**src/rtl/relay_pkg.sv**
```systemverilog
package relay_pkg;
  typedef enum logic {
    FAST_SRC_TRIG = 1'b0,
    FAST_SRC_BUSY = 1'b1
  } fast_src_e;

  function automatic int unsigned cnt_width(input int unsigned limit);
    return (limit < 2) ? 1 : $clog2(limit);
  endfunction
endpackage

```
**src/rtl/busy_activity_det.sv**
```systemverilog
module busy_activity_det #(
  parameter int unsigned WINDOW = 16,
  parameter int unsigned CNT_W  = 4
) (
  input  logic clk,
  input  logic rst_n,
  input  logic line_i,
  output logic busy_o
);
  logic [2:0]       sync_q;
  logic             edge_w;
  logic [CNT_W-1:0] gap_q;
  logic             armed_q;
  logic             busy_q;

  always_ff @(posedge clk or negedge rst_n) begin
    if (!rst_n) sync_q <= '0;
    else        sync_q <= {sync_q[1:0], line_i};
  end

  assign edge_w = sync_q[2] ^ sync_q[1];

  always_ff @(posedge clk or negedge rst_n) begin
    if (!rst_n) begin
      gap_q   <= '0;
      armed_q <= 1'b0;
      busy_q  <= 1'b0;
    end else if (edge_w) begin
      gap_q   <= '0;
      armed_q <= 1'b1;
      if (armed_q) busy_q <= 1'b1;
    end else if (armed_q) begin
      if (gap_q == CNT_W'(WINDOW - 1)) begin
        gap_q   <= '0;
        armed_q <= 1'b0;
        busy_q  <= 1'b0;
      end else begin
        gap_q <= gap_q + 1'b1;
      end
    end
  end

  assign busy_o = busy_q;

  AST_BUSY_NEEDS_EDGE: assert property (@(posedge clk) disable iff (!rst_n)
    $rose(busy_q) |-> $past(edge_w));
  AST_CLEAR_ON_SILENCE: assert property (@(posedge clk) disable iff (!rst_n)
    $fell(busy_q) |-> !$past(edge_w));
  AST_NO_BUSY_UNARMED: assert property (@(posedge clk) disable iff (!rst_n)
    !armed_q |-> !busy_q);
endmodule

```
**src/rtl/busy_toggle_enc.sv**
```systemverilog
module busy_toggle_enc (
  input  logic clk,
  input  logic rst_n,
  input  logic busy_i,
  output logic tog_o
);
  logic tog_q;

  always_ff @(posedge clk or negedge rst_n) begin
    if (!rst_n)      tog_q <= 1'b0;
    else if (busy_i) tog_q <= ~tog_q;
  end

  assign tog_o = tog_q;

  AST_TOGGLE_RUNS: assert property (@(posedge clk) disable iff (!rst_n)
    busy_i |=> (tog_q != $past(tog_q)));
  AST_TOGGLE_HOLDS: assert property (@(posedge clk) disable iff (!rst_n)
    !busy_i |=> $stable(tog_q));
endmodule

```
**src/rtl/busy_toggle_relay.sv**
```systemverilog
module busy_toggle_relay
  import relay_pkg::*;
#(
  parameter int unsigned N_LINKS = 8,
  parameter int unsigned WINDOW  = 16
) (
  input  logic               clk,
  input  logic               rst_n,
  input  logic [N_LINKS-1:0] busy_line_i,
  input  logic               auto_mode_i,
  input  logic               ext_trig_i,
  output logic [N_LINKS-1:0] link_busy_o,
  output logic               busy_o,
  output logic               fast_o
);
  localparam int unsigned CNT_W = cnt_width(WINDOW);

  logic [N_LINKS-1:0] link_busy_w;
  logic               merged_w;
  logic               tog_w;
  fast_src_e          src_w;

  for (genvar g = 0; g < N_LINKS; g++) begin : g_link
    busy_activity_det #(
      .WINDOW (WINDOW),
      .CNT_W  (CNT_W)
    ) u_det (
      .clk    (clk),
      .rst_n  (rst_n),
      .line_i (busy_line_i[g]),
      .busy_o (link_busy_w[g])
    );
  end

  assign merged_w = |link_busy_w;

  busy_toggle_enc u_enc (
    .clk    (clk),
    .rst_n  (rst_n),
    .busy_i (merged_w),
    .tog_o  (tog_w)
  );

  assign src_w       = auto_mode_i ? FAST_SRC_BUSY : FAST_SRC_TRIG;
  assign fast_o      = (src_w == FAST_SRC_BUSY) ? tog_w : ext_trig_i;
  assign link_busy_o = link_busy_w;
  assign busy_o      = merged_w;

  AST_AUTO_FAST_FLIPS: assert property (@(posedge clk) disable iff (!rst_n)
    (auto_mode_i && busy_o) ##1 auto_mode_i |-> (fast_o != $past(fast_o)));
  AST_AUTO_FAST_STILL: assert property (@(posedge clk) disable iff (!rst_n)
    (auto_mode_i && !busy_o) ##1 auto_mode_i |-> $stable(fast_o));
endmodule

```
**config.mk**
```make
export PLATFORM = sky130hd
export DESIGN_NAME = busy_toggle_relay
export DESIGN_NICKNAME = d
export VERILOG_FILES = /design/src/rtl/relay_pkg.sv /design/src/rtl/busy_activity_det.sv /design/src/rtl/busy_toggle_enc.sv /design/src/rtl/busy_toggle_relay.sv
export SDC_FILE = /design/constraint.sdc
export NUM_CORES = 1
export LEC_CHECK = 0
export ABC_AREA = 0
export BUFFER_PORTS_ARGS = -buffer_cell sky130_fd_sc_hd__buf_2
export CORE_AREA = 2 2 77 79
export CTS_BUF_LIST = sky130_fd_sc_hd__clkbuf_8
export DETAILED_ROUTE_END_ITERATION = 7
export DIE_AREA = 0 0 79 81
export HOLD_SLACK_MARGIN = 0.06
export PLACE_DENSITY_LB_ADDON = 0.2
export SLEW_MARGIN = 20
export SYNTH_ARGS = -nofsm -noshare
export SYNTH_HDL_FRONTEND = slang
export SYNTH_HIERARCHICAL = 1
export SYNTH_SLANG_ARGS = --single-unit
```
**constraint.sdc**
```tcl
create_clock -name clk -period 1.9 [get_ports clk]
set_input_delay 0.38 -clock clk [delete_from_list [all_inputs] [get_ports clk]]
set_output_delay 0.38 -clock clk [all_outputs]
set_load 0.02 [all_outputs]
```
Yosys cells after proc, flatten, opt, wreduce, memory -nomap -nowiden
Cells that the tools add are included.
{ "totals": {"out_inout_bits": 10, "ff_bits": 73} }
{ "op_classes": {"eq_ne": 8, "muxes": 82, "n_addsub": 8, "reduce_logical": 25, "n_bitwise": 9} }
{ "op_table": {"columns": ["operator", "n"], "rows": [
  ["$mux 4", 24],
  ["$mux 1", 58],
  ["$add 4x1->4 const B", 8],
  ["$eq 4x4->1 const B", 8],
  ["$reduce_bool 2->1", 16],
  ["$reduce_and 2->1", 8],
  ["$reduce_or 8->1", 1],
  ["$xor 1x1->1", 8],
  ["$not 1->1", 1]
]} }

Longest topological paths before layout
{ "depth": {"word_depth": 4, "depth_mapped": 4} }

Modules after synthesis
The synthesis kept the hierarchy.
{ "by_module_without_submodules": {"columns": ["mod", "area_per_inst_um2", "seq_area_each_um2", "cells_each", "instances"], "rows": [
  ["busy_activity_det", 370.4, 225.2, 30, 8],
  ["busy_toggle_enc", 33.8, 25.0, 2, 1],
  ["busy_toggle_relay", 27.5, 0.0, 4, 1]
]} }

Worst setup path after synthesis
Ideal clock, no wire load.
{ "synth_timing": {"kind": "register to output", "start": "register g_link[1].u_det.busy_q", "end": "output port busy_o", "path_buffers": 0, "path_stages_with_launch": 3, "required_time_ns": 1.520, "arrival_ns": 0.923, "setup_slack_ns": 0.597, "path_cell_list": "dfrtp_1 > nor4_1 > nand2_1"} }
{ "synth_via": {"elab_chain_cells": 1} }
{ "synth_lines": {"columns": ["element", "line", "source"], "rows": [
  ["start: declaration", "busy_activity_det.sv:14", "logic busy_q;"],
  ["start signal: assignment", "busy_activity_det.sv:27", "busy_q <= 1'b0;"],
  ["start signal: assignment", "busy_activity_det.sv:31", "if (armed_q) busy_q <= 1'b1;"],
  ["start signal: assignment", "busy_activity_det.sv:36", "busy_q <= 1'b0;"],
  ["$reduce_or 8->1", "busy_toggle_relay.sv:35", "assign merged_w = |link_busy_w;"],
  ["end: declaration", "busy_toggle_relay.sv:13", "output logic busy_o,"]
]} }
No other way between the ends.

Final worst setup path
Ends and elaborated chain as after synthesis.

==> summary.txt <==
Status
  • Outcome: finished, final reports clean

Synth
  • Post-Syn Instances: 246
  • Yosys warns: 6
  • Post-synthesis mux area share: 3.02%
  • Post-synthesis compound-gate area fraction: 10.3%
  • Register bit total from synthesis: 73
  • Synthesized area per cell: 12.3 um^2
  • Simple-gate share of the synthesized area: between 10% and 20%
  • Share of the synthesized area in the top cell type: 60.4%
  • Synth area leaders: dfrtp_1 60%, xor2_1 4.9%, a21oi_1 4.0%, ha_1 3.3%, nand2_2 3.3%
  • Synth Net Count: 266
  • Post-synthesis xor/xnor area fraction: 4.92%
  • Main combinational cell family by area after synthesis: simple AND/OR/NAND/NOR gates
  • Sequential element share of the synthesized area: 60.4%
  • Synth area leader: dfrtp_1
  • Cell area after synthesis: 0.00302 mm^2
  • Adder-Cell Fraction of Synth Area: ~3.3%
  • Post-synth cell types: 19

Pwr
  • Lkg Pwr: 1.46 nW
  • Power Density: roughly 970 mW/mm^2
  • Internal: 0.00241 W
  • Clk pwr share: 34.8%
  • Sequential share of power: a little under three fifths
  • Switching share of power: 25.7%
  • Combinational Power Share: 9.9%
  • Worst ir drop on vdd: 0.000467 V
  • Total power: 0.00324 W
  • Net Switching: 0.000833 W

Placed design
  • Post-place setup slack: 0.421 ns
  • DP HPWL: 2.92 mm
  • IO Port Bufs: 21
  • Final Wtd Congestion: ~0.76

Timing
  • Setup ws final: 0.154 ns
  • Worst-Margin Slew: 0.482 ns
  • Final min period: between 1.5 and 2 ns
  • Slew Limit Headroom: 67.8%
  • Peak Freq: between 500 and 600 MHz
  • Hold WS: 0.141 ns
  • RSZ-0062 raised after global routing: no
  • Final worst-path cycle share: 91.9%
  • Final Slew Violations: 0
  • Setup Skew: 0.0108 ns
  • Final setup viols: 0
  • Setup TNS: 0 ns
  • Final hold vios: 0

GRT
  • Pin count of the biggest net entering global routing: 74
  • GRT Total Usage: 15.0%
  • Initial antenna violation count: 0
  • Total global routing overflow: 0
  • First-pass GRT wire length: 7.29 mm
  • Vias in the first global route: about 1.7k

Finish
  • Layout cell share with drive strength beyond 1: 25.7%
  • Ant diodes: 0
  • Fin nets: a little under 300
  • Synth-to-Final Area Change: 10.9%
  • Filler cell count: 471
  • Commonest cells after routing, fill and taps aside: 73 x dfrtp_1, 24 x a21oi_1, 21 x buf_2, 17 x xor2_1
  • Commonest non-fill, non-tap cell in the layout: dfrtp_1

Drt
  • Detailed-route via count: about 1.8k
  • Via/cell ratio: 5.25
  • Number of detailed-route iterations in the first pass: 4
  • Routed len/inst: 12.5 um
  • Initial DRC Count: 103
  • Total Wirelength: 4.40 mm
  • Remaining DRCs: 0
  • Post-route ant nets: 0

Worst setup path
  • Largest fanout on the critical path: 3
  • R2r setup slk: 0.75 ns
  • WP data required: 1.52 ns
  • Worst EP arrival: roughly 1.4 ns
  • Critical-path cell list: nor4_2, nand2_1, buf_2
  • Slowest CP cell: dfrtp_1
  • Critical Setup Path Class: register to primary output
  • Critical Path Max Stage Delay: roughly 0.4 ns
  • Crit path launch type: register
  • Crit end category: primary output

Clocking
  • CTS tree: yes
  • H-tree depth: 3
  • Max Root-Sink Buffers: 2
  • Clock sink count: 73
  • Worst-Skew Late Latency: 0.34 ns
  • Clock transition at the registers of the reported paths: roughly 0.080 ns
  • CTS Buf Count: 9
  • Root buf cell: clkbuf_8
  • Setup repair bufs after CTS: 0

Floorplanning
  • Initial core utilization: 53.3%
  • Die height: 81 um
  • Die width: 79 um
  • DIE AREA: 0.00640 mm^2
  • Core footprint: 0.00568 mm^2
  • Site Rows: 28
  • I/O Pins: 22

Run
  • Max_cap viols: 0

Min path
  • HP Class: input pin to register
[power by group through the flow]
stage | Sequential, W | Clock [W] | Combinational, W
finish | 0.00179 | 0.00113 | 0.000322
global placement | 0.00182 | 0 | 0.000315
CTS | 0.00179 | 0.00118 | 0.000330
global route | 0.00181 | 0.00123 | 0.000373
floorplan | 0.00180 | 0 | 0.000236
detailed placement | 0.00182 | 0 | 0.000326
[through the flow]
step / cells / area (um^2) / utilization, %
floorplan: 246 / 3020 / -
global placement: 335 / 3150 / 55.6
detailed placement: 335 / 3150 / 55.6
CTS: 351 / 3350 / 59.0
global route: 351 / 3350 / 59.1
finish: 351 / 3350 / 59.1
[Yosys cell counts, drive strengths merged]
cell type  count
a21o           8
a21oi         24
a22o           8
buf            8
dfrtp         73
ha             8
mux2           1
mux2i          8
nand2         25
nand2b         8
nand3          8
nand3b         8
nand4          8
nor2          16
nor4           2
o21ai          8
or3            8
xor2          17
[area by class of cell]
class | instances | area [um^2] | share of cell area (%)
clock inverters | 6 | 60.1 | 1.79
repair buffers | 23 | 135 | 4.03
multi-input cells | 165 | 1110 | 33.2
clock buffers | 9 | 124 | 3.69
flip-flops and latches | 73 | 1830 | 54.5
well taps | 75 | 93.8 | 2.80
[flip-flops by register name, summed over array words and instances (netlist names)]
name	count
g_link.u_det/gap_q	32
g_link.u_det/armed_q	8
g_link.u_det/sync_q	24
u_enc/tog_o	1
g_link.u_det/busy_o	8
[worst max-delay path: cells and delay by family (launching register included)]
kind | cells | cell delay, ns
flops | 1 | 0.40
simple gates | 2 | 0.46
buf+inv | 1 | 0.17
[path summary, 6_finish.rpt]
| path | endpoint | startpoint | cells past startpoint |
|---|---|---|---|
| max | busy_o | g_link[1].u_det/busy_o | 3 |
| min | g_link[7].u_det/sync_q[0] | busy_line_i[7] | 1 |
| max reg2reg | g_link[7].u_det/gap_q[3] | g_link[7].u_det/gap_q[0] | 4 |
| min reg2reg | g_link[5].u_det/sync_q[1] | g_link[5].u_det/sync_q[0] | 0 |
| max in group asynchronous | g_link[1].u_det/gap_q[1] | rst_n | 3 |
| min in group asynchronous | g_link[7].u_det/gap_q[0] | rst_n | 3 |
[layer usage]
metal | global-route usage [%] | up-vias | share of wire [%] | routed length, um
met3 | 5.00 | 5 | 3.5 | 152
met2 | 24.2 | 21 | 48 | 2110
li1 | - | 912 | - | -
met1 | 18.0 | 904 | 47 | 2080
met4 | 8.28 | 0 | 1.3 | 55
met5 | 0 | - | 0 | 0
[repair_timing]
item                                    CTS  global route
hold buffers                              1             0
endpoints found under the setup margin    0             1
endpoints found under the hold margin     6             0
resized for setup                         0             1
[kinds of logic after synthesis]
| family | Yosys count |
|---|---|
| flip-flops | 73 |
| multiplexers | 9 |
| buffers and inverters | 8 |
| XOR/XNOR | 17 |
| adder cells (fa/ha/maj) | 8 |
| AND/OR/NAND/NOR | 83 |
| AO/OA/AOI/OAI | 48 |
Note: power is estimated with default switching activity, not from simulation.
